**src/rtl/hfg_pkg.sv**
```systemverilog
package hfg_pkg;

    typedef enum logic {
        BAND_HI = 1'b0,
        BAND_LO = 1'b1
    } band_e;

    localparam int          SEQ_W    = 7;
    localparam logic [6:0]  SEQ_SEED = 7'h01;

    // Maximal-length 7-bit shift sequence, feedback from the two top bits.
    function automatic logic [6:0] seq_step(input logic [6:0] s);
        return {s[5:0], s[6] ^ s[5]};
    endfunction

endpackage

```
**src/rtl/hfg_hop_seq.sv**
```systemverilog
module hfg_hop_seq #(
    parameter int HOP_CYCLES = 16
) (
    input  logic       clk,
    input  logic       rst_n,
    input  logic       cyc_end,
    output logic [6:0] seq_nxt,
    output logic       live_nxt
);
    import hfg_pkg::*;

    localparam int             HW       = (HOP_CYCLES > 1) ? $clog2(HOP_CYCLES) : 1;
    localparam logic [HW-1:0]  HOP_LAST = HW'(HOP_CYCLES - 1);

    typedef struct packed {
        logic [6:0]    seq;
        logic [HW-1:0] hop;
        logic          live;
    } hop_st_t;

    hop_st_t st_d, st_q;

    always_comb begin
        st_d = st_q;
        if (cyc_end) begin
            if (st_q.hop == HOP_LAST) begin
                st_d.hop  = '0;
                st_d.seq  = seq_step(st_q.seq);
                st_d.live = 1'b1;
            end else begin
                st_d.hop = st_q.hop + HW'(1);
            end
        end
    end

    always_ff @(posedge clk or negedge rst_n) begin
        if (!rst_n) begin
            st_q <= '{seq: SEQ_SEED, hop: '0, live: 1'b0};
        end else begin
            st_q <= st_d;
        end
    end

    assign seq_nxt  = st_d.seq;
    assign live_nxt = st_d.live;

    logic [6:0] seq_q_w;
    assign seq_q_w = st_q.seq;

    AST_SEQ_ONLY_AT_END: assert property (@(posedge clk) disable iff (!rst_n)
        !cyc_end |=> seq_q_w == $past(seq_q_w));
    AST_SEQ_NONZERO: assert property (@(posedge clk) disable iff (!rst_n)
        seq_q_w != 7'h00);

endmodule

```
**src/rtl/hfg_band_sel.sv**
```systemverilog
module hfg_band_sel (
    input  logic                 clk,
    input  logic                 rst_n,
    input  logic                 cyc_end,
    input  logic                 under,
    input  logic                 over,
    output hfg_pkg::band_e       band_nxt
);
    import hfg_pkg::*;

    typedef struct packed {
        band_e band;
    } band_st_t;

    band_st_t st_d, st_q;

    always_comb begin
        st_d = st_q;
        if (cyc_end) begin
            unique case (st_q.band)
                BAND_HI: if (under) st_d.band = BAND_LO;
                BAND_LO: if (over)  st_d.band = BAND_HI;
                default: st_d.band = BAND_HI;
            endcase
        end
    end

    always_ff @(posedge clk or negedge rst_n) begin
        if (!rst_n) begin
            st_q <= '{band: BAND_HI};
        end else begin
            st_q <= st_d;
        end
    end

    assign band_nxt = st_d.band;

    band_e band_q_w;
    assign band_q_w = st_q.band;

    AST_BAND_ONLY_AT_END: assert property (@(posedge clk) disable iff (!rst_n)
        !cyc_end |=> band_q_w == $past(band_q_w));
    AST_LO_HOLDS_WITHOUT_OVER: assert property (@(posedge clk) disable iff (!rst_n)
        (band_q_w == BAND_LO && !over) |=> band_q_w == BAND_LO);
    AST_HI_HOLDS_WITHOUT_UNDER: assert property (@(posedge clk) disable iff (!rst_n)
        (band_q_w == BAND_HI && !under) |=> band_q_w == BAND_HI);

endmodule

```
**src/rtl/hfg_period_map.sv**
```systemverilog
module hfg_period_map #(
    parameter int PW      = 12,
    parameter int HI_BASE = 2000,
    parameter int HI_SPAN = 240,
    parameter int LO_BASE = 2778,
    parameter int LO_SPAN = 193
) (
    input  hfg_pkg::band_e   band,
    input  logic [6:0]       seq,
    input  logic             live,
    output logic [PW-1:0]    period
);
    import hfg_pkg::*;

    logic [PW-1:0] cand [2];

    for (genvar b = 0; b < 2; b++) begin : g_band
        localparam int BASE = (b == 0) ? HI_BASE : LO_BASE;
        localparam int SPAN = (b == 0) ? HI_SPAN : LO_SPAN;

        logic signed [31:0] diff_w;
        logic signed [31:0] off_w;
        logic signed [31:0] sum_w;

        always_comb begin
            diff_w = $signed({25'd0, seq}) - 32'sd64;
            off_w  = (diff_w * SPAN) >>> 6;
            sum_w  = BASE + (live ? off_w : 32'sd0);
        end

        assign cand[b] = PW'(sum_w);
    end

    assign period = (band == BAND_LO) ? cand[1] : cand[0];

endmodule

```
**src/rtl/hfg_top.sv**
```systemverilog
module hfg_top #(
    parameter int HI_BASE    = 2000,
    parameter int HI_SPAN    = 240,
    parameter int LO_BASE    = 2778,
    parameter int LO_SPAN    = 193,
    parameter int HOP_CYCLES = 16,
    localparam int MAXP = ((HI_BASE + HI_SPAN) > (LO_BASE + LO_SPAN)) ?
                          (HI_BASE + HI_SPAN) : (LO_BASE + LO_SPAN),
    localparam int MINP = ((HI_BASE - HI_SPAN) < (LO_BASE - LO_SPAN)) ?
                          (HI_BASE - HI_SPAN) : (LO_BASE - LO_SPAN),
    localparam int PW   = $clog2(MAXP + 1)
) (
    input  logic          clk,
    input  logic          rst_n,
    input  logic          en,
    input  logic          vs_under_flag,
    input  logic          vs_over_flag,
    output logic          cycle_start,
    output logic [PW-1:0] period_clks
);
    import hfg_pkg::*;

    typedef struct packed {
        logic [PW-1:0] cnt;
        logic [PW-1:0] period;
        logic          strobe;
        logic          run;
    } tmr_st_t;

    tmr_st_t st_d, st_q;

    logic          cyc_end;
    band_e         band_nxt;
    logic [6:0]    seq_nxt;
    logic          live_nxt;
    logic [PW-1:0] period_nxt;

    assign cyc_end = en && st_q.run && (st_q.cnt == st_q.period - PW'(1));

    hfg_band_sel u_band (
        .clk      (clk),
        .rst_n    (rst_n),
        .cyc_end  (cyc_end),
        .under    (vs_under_flag),
        .over     (vs_over_flag),
        .band_nxt (band_nxt)
    );

    hfg_hop_seq #(.HOP_CYCLES(HOP_CYCLES)) u_hop (
        .clk      (clk),
        .rst_n    (rst_n),
        .cyc_end  (cyc_end),
        .seq_nxt  (seq_nxt),
        .live_nxt (live_nxt)
    );

    hfg_period_map #(
        .PW      (PW),
        .HI_BASE (HI_BASE),
        .HI_SPAN (HI_SPAN),
        .LO_BASE (LO_BASE),
        .LO_SPAN (LO_SPAN)
    ) u_map (
        .band   (band_nxt),
        .seq    (seq_nxt),
        .live   (live_nxt),
        .period (period_nxt)
    );

    always_comb begin
        st_d        = st_q;
        st_d.strobe = 1'b0;
        if (!en) begin
            st_d.cnt = '0;
            st_d.run = 1'b0;
        end else if (!st_q.run) begin
            st_d.run    = 1'b1;
            st_d.cnt    = '0;
            st_d.strobe = 1'b1;
        end else if (cyc_end) begin
            st_d.cnt    = '0;
            st_d.strobe = 1'b1;
            st_d.period = period_nxt;
        end else begin
            st_d.cnt = st_q.cnt + PW'(1);
        end
    end

    always_ff @(posedge clk or negedge rst_n) begin
        if (!rst_n) begin
            st_q <= '{cnt: '0, period: PW'(HI_BASE), strobe: 1'b0, run: 1'b0};
        end else begin
            st_q <= st_d;
        end
    end

    assign cycle_start = st_q.strobe;
    assign period_clks = st_q.period;

    AST_STROBE_ONE_CLOCK: assert property (@(posedge clk) disable iff (!rst_n)
        cycle_start |=> !cycle_start);
    AST_CNT_BELOW_PERIOD: assert property (@(posedge clk) disable iff (!rst_n)
        st_q.cnt < st_q.period);
    AST_SILENT_WHEN_OFF: assert property (@(posedge clk) disable iff (!rst_n)
        !en |=> !cycle_start);
    AST_PERIOD_AT_START_ONLY: assert property (@(posedge clk) disable iff (!rst_n)
        !cycle_start |-> period_clks == $past(period_clks));
    AST_PERIOD_IN_BAND: assert property (@(posedge clk) disable iff (!rst_n)
        (period_clks >= PW'(MINP)) && (period_clks <= PW'(MAXP)));

endmodule

```
**config.mk**
```make
export PLATFORM = sky130hd
export DESIGN_NAME = hfg_top
export DESIGN_NICKNAME = d
export VERILOG_FILES = /design/src/rtl/hfg_pkg.sv /design/src/rtl/hfg_hop_seq.sv /design/src/rtl/hfg_band_sel.sv /design/src/rtl/hfg_period_map.sv /design/src/rtl/hfg_top.sv
export SDC_FILE = /design/constraint.sdc
export NUM_CORES = 1
export LEC_CHECK = 0
export CAP_MARGIN = 30
export CORE_MARGIN = 3
export CORE_UTILIZATION = 65
export CTS_CLUSTER_DIAMETER = 80
export DETAILED_ROUTE_END_ITERATION = 12
export GPL_ROUTABILITY_DRIVEN = 0
export HOLD_SLACK_MARGIN = 0.06
export PLACE_DENSITY = 0.83
export SLEW_MARGIN = 20
export SYNTH_ARGS = -nofsm -noshare
export SYNTH_HDL_FRONTEND = slang
export SYNTH_SLANG_ARGS = --single-unit
```
**constraint.sdc**
```tcl
create_clock -name clk -period 11.3 [get_ports clk]
set_clock_uncertainty 0.15 [all_clocks]
set_input_delay 1.13 -clock clk [delete_from_list [all_inputs] [get_ports clk]]
set_output_delay 1.13 -clock clk [all_outputs]
set_load 0.03 [all_outputs]
```
* Word level (Yosys, flattened, before mapping)
Index checks and enable logic that the tools add are counted.
** Word-level totals
- Register bits :: 39
- Input bits :: 5
- Logic and storage cells :: 41
- Output and inout port bits :: 13
** Cells by class
- Multiply operators :: 2
- Bitwise operators :: 2
- Mux-type cells :: 18
- Reductions and logical operators :: 3
- Add/sub/neg operators :: 6
- Eq/ne operators :: 2
** Operators by type and width (count)
- $mux W12 :: 7
- $add A12 B12 Y12 const A :: 2
- $mul A8 B9 Y17 const B :: 1
- $mul A8 B5 Y13 const B :: 1
- $mux W13 :: 1
- $add A12 B1 Y12 const B :: 1
- $eq A12 B12 Y1 :: 1
- $sub A12 B1 Y12 const B :: 1
- $sub A7 B7 Y8 const B :: 1
- $mux W1 :: 7
- $mux W7 :: 1
- $add A4 B1 Y4 const B :: 1
- $eq A4 B4 Y1 const B :: 1
- $mux W4 :: 1
- $reduce_and A3 Y1 :: 1
- $logic_and A1 B1 Y1 :: 2
- $pmux W1 S2 :: 1
- $not A1 Y1 :: 1
- $xor A1 B1 Y1 :: 1

* Longest topological paths before layout
- Depth in word-level cells :: 12
- Mapped depth :: 29
- Mapped depth without buffers :: 28

* Cells and area by module
From an unflattened synthesis, not the netlist that was laid out.
** Second synthesis, totals
- Cells, all modules :: 457
- Area, all modules :: 4206.5 µm²
** By module, submodules not included
- hfg_period_map :: area each 2084.5 µm², sequential area each 0.0 µm², times used 1, cells each 265
- hfg_top :: area each 1587.8 µm², sequential area each 658.1 µm², times used 1, cells each 154
- hfg_hop_seq :: area each 498.0 µm², sequential area each 301.5 µm², times used 1, cells each 35
- hfg_band_sel :: area each 36.3 µm², sequential area each 25.0 µm², times used 1, cells each 3

* Worst setup path before layout
Ideal clock, no wire load.
- Path type :: reg2reg
- Start point :: reg st_q (netlist bit period_clks[0])
- End point :: reg st_q (netlist bit period_clks[10])
- Path buffers :: 1
- Data required time :: 11.072 ns
- Data arrival time :: 6.601 ns
- Stages on the path, launching flop included :: 28
- Slack :: 4.471 ns
- Clock period less this slack :: 6.829 ns
- Path through :: dfrtp_1 -> inv_1 -> ha_1 -> nor4b_2 -> nand2_1 -> o311ai_0 -> o2111ai_2 -> a2111oi_4 -> buf_2 -> mux2_2 -> ha_1 -> fa_1 -> inv_1 -> fa_1 -> inv_1 -> ha_1 -> nand2_1 -> o21ai_0 -> o21ai_0 -> nor2b_1 -> xnor2_1 -> and2_1 -> ha_1 -> or3_1 -> o32ai_1 -> xor2_1 -> o21ai_0 -> o22ai_1
** Between the ends
- Cells in the longest elaborated chain, start to end :: 9
- Elaborated cells between the ends (all ways) :: 14
- Those cells by class :: 4 x add/sub; 2 x mul; 1 x eq/ne; 5 x mux; 2 x reduce/logical
** RTL lines
- from (decl) :: line hfg_top.sv:30 : tmr_st_t st_d, st_q;
- from (signal assigned) :: line hfg_top.sv:91 : st_q <= '{cnt: '0, period: PW'(HI_BASE), strobe: 1'b0, run: 1'b0};
- from (signal assigned) :: line hfg_top.sv:93 : st_q <= st_d;
- $sub A12 B1 Y12 * :: line hfg_top.sv:38 : assign cyc_end = en && st_q.run && (st_q.cnt == st_q.period - PW'(1));
- $eq A12 B12 Y1 * :: line hfg_top.sv:38
- $logic_and A1 B1 Y1 * :: line hfg_top.sv:38
- $mux W12 * :: line hfg_hop_seq.sv:25 : if (cyc_end) begin
- via seq_nxt[3] :: line hfg_top.sv:34 : logic [6:0] seq_nxt;
- $sub A7 B7 Y8 * :: line hfg_period_map.sv:26 : diff_w = $signed({25'd0, seq}) - 32'sd64;
- $mul A8 B9 Y17 or $mul A8 B5 Y13 (tied branches) :: line hfg_period_map.sv:27 : off_w = (diff_w * SPAN) >>> 6;
- $mux W12 :: line hfg_period_map.sv:28 : sum_w = BASE + (live ? off_w : 32'sd0);
- $add A12 B12 Y12 :: line hfg_period_map.sv:28
- $mux W12 * :: line hfg_period_map.sv:34 : assign period = (band == BAND_LO) ? cand[1] : cand[0];
The timed path passes the listed nets; every way through them passes the cells marked *.
A chain may end at the register's enable or synchronous reset.

* Worst setup path after layout
Ends and elaborated chain as after synthesis.

==> impl_results.md <==
* GRT Util Overall at 0.248
* Worst hold path startpoint: u_hop.st_q[4]
* Peak VDD IR at 0.0494 mV
* Row count at 28
* Number of synthesized flops with an enable pin at 0
* Synth Area in Adders at 0.213
* Initial DRC Count at 180
* Internal power at 199 uW
* Critical path depth at 26
* Hold/Removal Path Class: reg2reg
* Synth cell types at 59
* Synth Cell Area at 4100 um^2
* Rel. slew slack at 0.358
* H-tree depth at 2
* Fillers at 439
* Yosys warnings at 0
* Postcts setup bufs at 0
* Initial core utilization at 0.681
* Slew Limit Fails at 0
* Critical path origin: period_clks[0]
* PortBufs at 17
* Grt total ovfl at 0
* Met3 WL post-DR at 421 um
* Initial antenna violation count at 0
* Hold worst-path end: u_hop.st_q[4]
* CTS tree: done
* Setup Crit Path Kind: reg2reg
* Pwr Density at 59.4 nW/um^2
* Seq pwr share at 0.547
* Sw Pwr at 58.8 uW
* Io pins at 18
* Post-route insts no fill at 530
* Pin count of the biggest net entering global routing at 40
* R2R Path End: period_clks[10]
* CTS buffer count at 5
* First-pass GRT wire length at 14400 um
* Area grow syn2layout at 5.61%
* Post-DP HPWL at 6590 um
* Reg2Reg Depth at 26
* Setup violators final at 0
* Synthesized flop and latch total at 39
* Inserted Diodes at 0
* Critical path data arrival time at 8.14 ns
* Core area at 6030 um^2
* Main area contributors after synthesis: dfrtp_1 20%, ha_1 15%, xnor2_1 6.4%
* WP buf/inv at 3
* Hold depth at 1
* Post-synthesis simple-gate area fraction at 0.156
* Met1 wire length at 3940 um
* RSZ-0062 raised after global routing: false
* Hold Buf Count CTS at 0
* Synth Area in XOR/XNOR at 0.115
* Largest family of logic cells by synthesized area: adder cells
* DR vias at 3146
* Wirelength, routed at 8600 um
* Top Metal Used: met4
* Die width at 85.4 um
* Gate power share at 0.030
* CP peak stage delay at 0.88 ns
* Critical R2R Launch: period_clks[0]
* Vias in the first global route at 3074
* R2R Setup Slk at 3.24 ns
* Register area share after synthesis at 0.240
* Die ar. at 7300 um^2
* Clock-pin slew on the worst setup and hold paths at 0.08 ns
* Metal2 WL at 4110 um
* Synth Net Count at 519
* Detailed-route DRC error count at 0
* Tcrit/Tclk final at 0.714
* Compound-Gate Fraction of Synth Area at 0.145
* Final nets at 521
* Synth top area share at 0.195
* Pleak at 0.00209 uW
* Crit start category: flop
* Predominant post-synthesis flop cell: dfrtp_1
* Die height at 85.4 um
* Skew-Pair Late Insertion Delay at 0.30 ns
* Detailed Routing Iterations Pass 1 at 5
* Clk pwr share at 0.423
* Sw frac at 0.228
* Fmax at 0.124 GHz
* Avg Inst Size Synth at 9.08 um^2
* Area of the multi-input gates at 2770 um^2
* Post-CTS sizing at 0
* Flip-flop and latch area at 985 um^2
* Slowest CP cell: a2111oi_4
* Worst-path maximum fanout at 13
* Post-layout min period at 8.06 ns
* Post-route ant nets at 0
* CTS Sinks at 39
* Synth async-reset ratio at 1.00
* Max-cap violations at 0
* Share of cells above drive strength 1 at 0.0901
* Gate Count Post-Synth at 452
* Clock Tree Root: clkbuf_8
* CP top delay family: compound AO/OA/AOI/OAI gates
* Worst Tran Pin Value at 0.963 ns
* Setup Total Neg Slack at 0 ns
* Worst Path Required at 11.38 ns
* Longest Clk Path Bufs at 2
* Wire per inst at 16.2 um
* Final hold violation count at 0
* Critical Path End Type: flop
* Yosys top cell by area: dfrtp_1
* Placed cells at 521
* Number of vias per cell at 5.94
* Crit-path most repeated cell: ha_1
* Status: completed
* Mux share of post-synthesis cell area at 0.0470
## worst max path at each step
stage / endpoint
floorplan: period_clks[10]
finish: period_clks[10]
detailed placement: period_clks[10]
global placement: period_clks[10]
CTS: period_clks[10]
global route: period_clks[10]
## synthesized netlist by cell type (4+ instances only)
| master | instances |
|---|---|
| xor2_1 | 24 |
| nor2b_1 | 7 |
| xnor2_1 | 30 |
| o211ai_1 | 5 |
| nor3_1 | 7 |
| inv_1 | 47 |
| nand3_1 | 11 |
| nand2_1 | 21 |
| fa_1 | 13 |
| a21oi_1 | 18 |
| dfrtp_1 | 32 |
| nor2_1 | 40 |
| buf_4 | 12 |
| ha_1 | 49 |
| and3_1 | 5 |
| nand4_1 | 6 |
| mux2_2 | 10 |
| and2_1 | 4 |
| a31oi_1 | 4 |
| o21ai_0 | 16 |
| nand2b_1 | 6 |
| dfstp_2 | 7 |
| mux2i_1 | 8 |
| o21a_1 | 4 |
| clkbuf_1 | 7 |
## layout by cell type (no fill, tap or decap), types with 3 or more instances in the layout
cell / count
a21o_1: 3
a21oi_1: 18
a31oi_1: 4
and2_1: 4
and3_1: 5
clkbuf_8: 7
clkdlybuf4s50_1: 16
dfrtp_1: 32
dfstp_2: 7
fa_1: 13
ha_1: 49
inv_1: 47
mux2_2: 10
mux2i_1: 8
nand2_1: 21
nand2b_1: 6
nand3_1: 11
nand4_1: 6
nor2_1: 40
nor2b_1: 7
nor3_1: 7
o211ai_1: 5
o21a_1: 4
o21ai_0: 16
o21ai_1: 3
o22ai_1: 3
o31ai_1: 3
xnor2_1: 30
xor2_1: 24
## layout make-up
type / instances / share of cell area
sequential: 39 / 0.227
multi-input combinational: 340 / 0.640
timing repair buffer: 19 / 0.0445
tap: 75 / 0.0217
clock buffer: 7 / 0.0222
clock inverter: 1 / 0.00173
inverter: 49 / 0.0424
## power by group through the flow
stage / clock (uW) / combinational (uW) / sequential [uW]
after floorplan: 0 / 1.73 / 144
after global placement: 0 / 6.77 / 144
after detailed placement: 0 / 7.02 / 144
after CTS: 110 / 7.03 / 141
after global routing: 116 / 8.61 / 141
final: 109 / 7.65 / 141
## state kept, by name (all words and copies together), names as in the netlist
signal and cells:
u_hop.st_q 5, u_band.band_q_w 1, cycle_start 1, period_clks 12
st_q 13, u_hop.seq_q_w 7
## routing by layer
layer | vias to the layer above | GRT usage
met5 | - | 0
met4 | 0 | 0.0691
met3 | 15 | 0.0301
met2 | 78 | 0.410
met1 | 1508 | 0.343
li1 | 1545 | -
## cells by family (layout without fill, tap and decap cells)
family / count (synthesis) / count (layout)
simple gates: 124 / 124
mux: 18 / 18
xor+xnor: 54 / 54
buf+inv: 73 / 76
flops: 39 / 39
compound gates: 82 / 82
fa+ha+maj: 62 / 62
## metrics by stage
| stage | hold WS [ns] | total power (uW) | area (um^2) | setup slack [ns] | utilization |
|---|---|---|---|---|---|
| after global placement | 0.311 | 150 | 4210 | 3.56 | 0.699 |
| after floorplan | 0.294 | 146 | 4100 | 4.47 | - |
| final | 0.349 | 257 | 4330 | 3.24 | 0.719 |
| after CTS | 0.343 | 258 | 4310 | 3.35 | 0.716 |
| after global routing | 0.357 | 265 | 4330 | 2.77 | 0.719 |
| after detailed placement | 0.330 | 151 | 4210 | 3.41 | 0.699 |
Power figures use the tool's default switching activity.
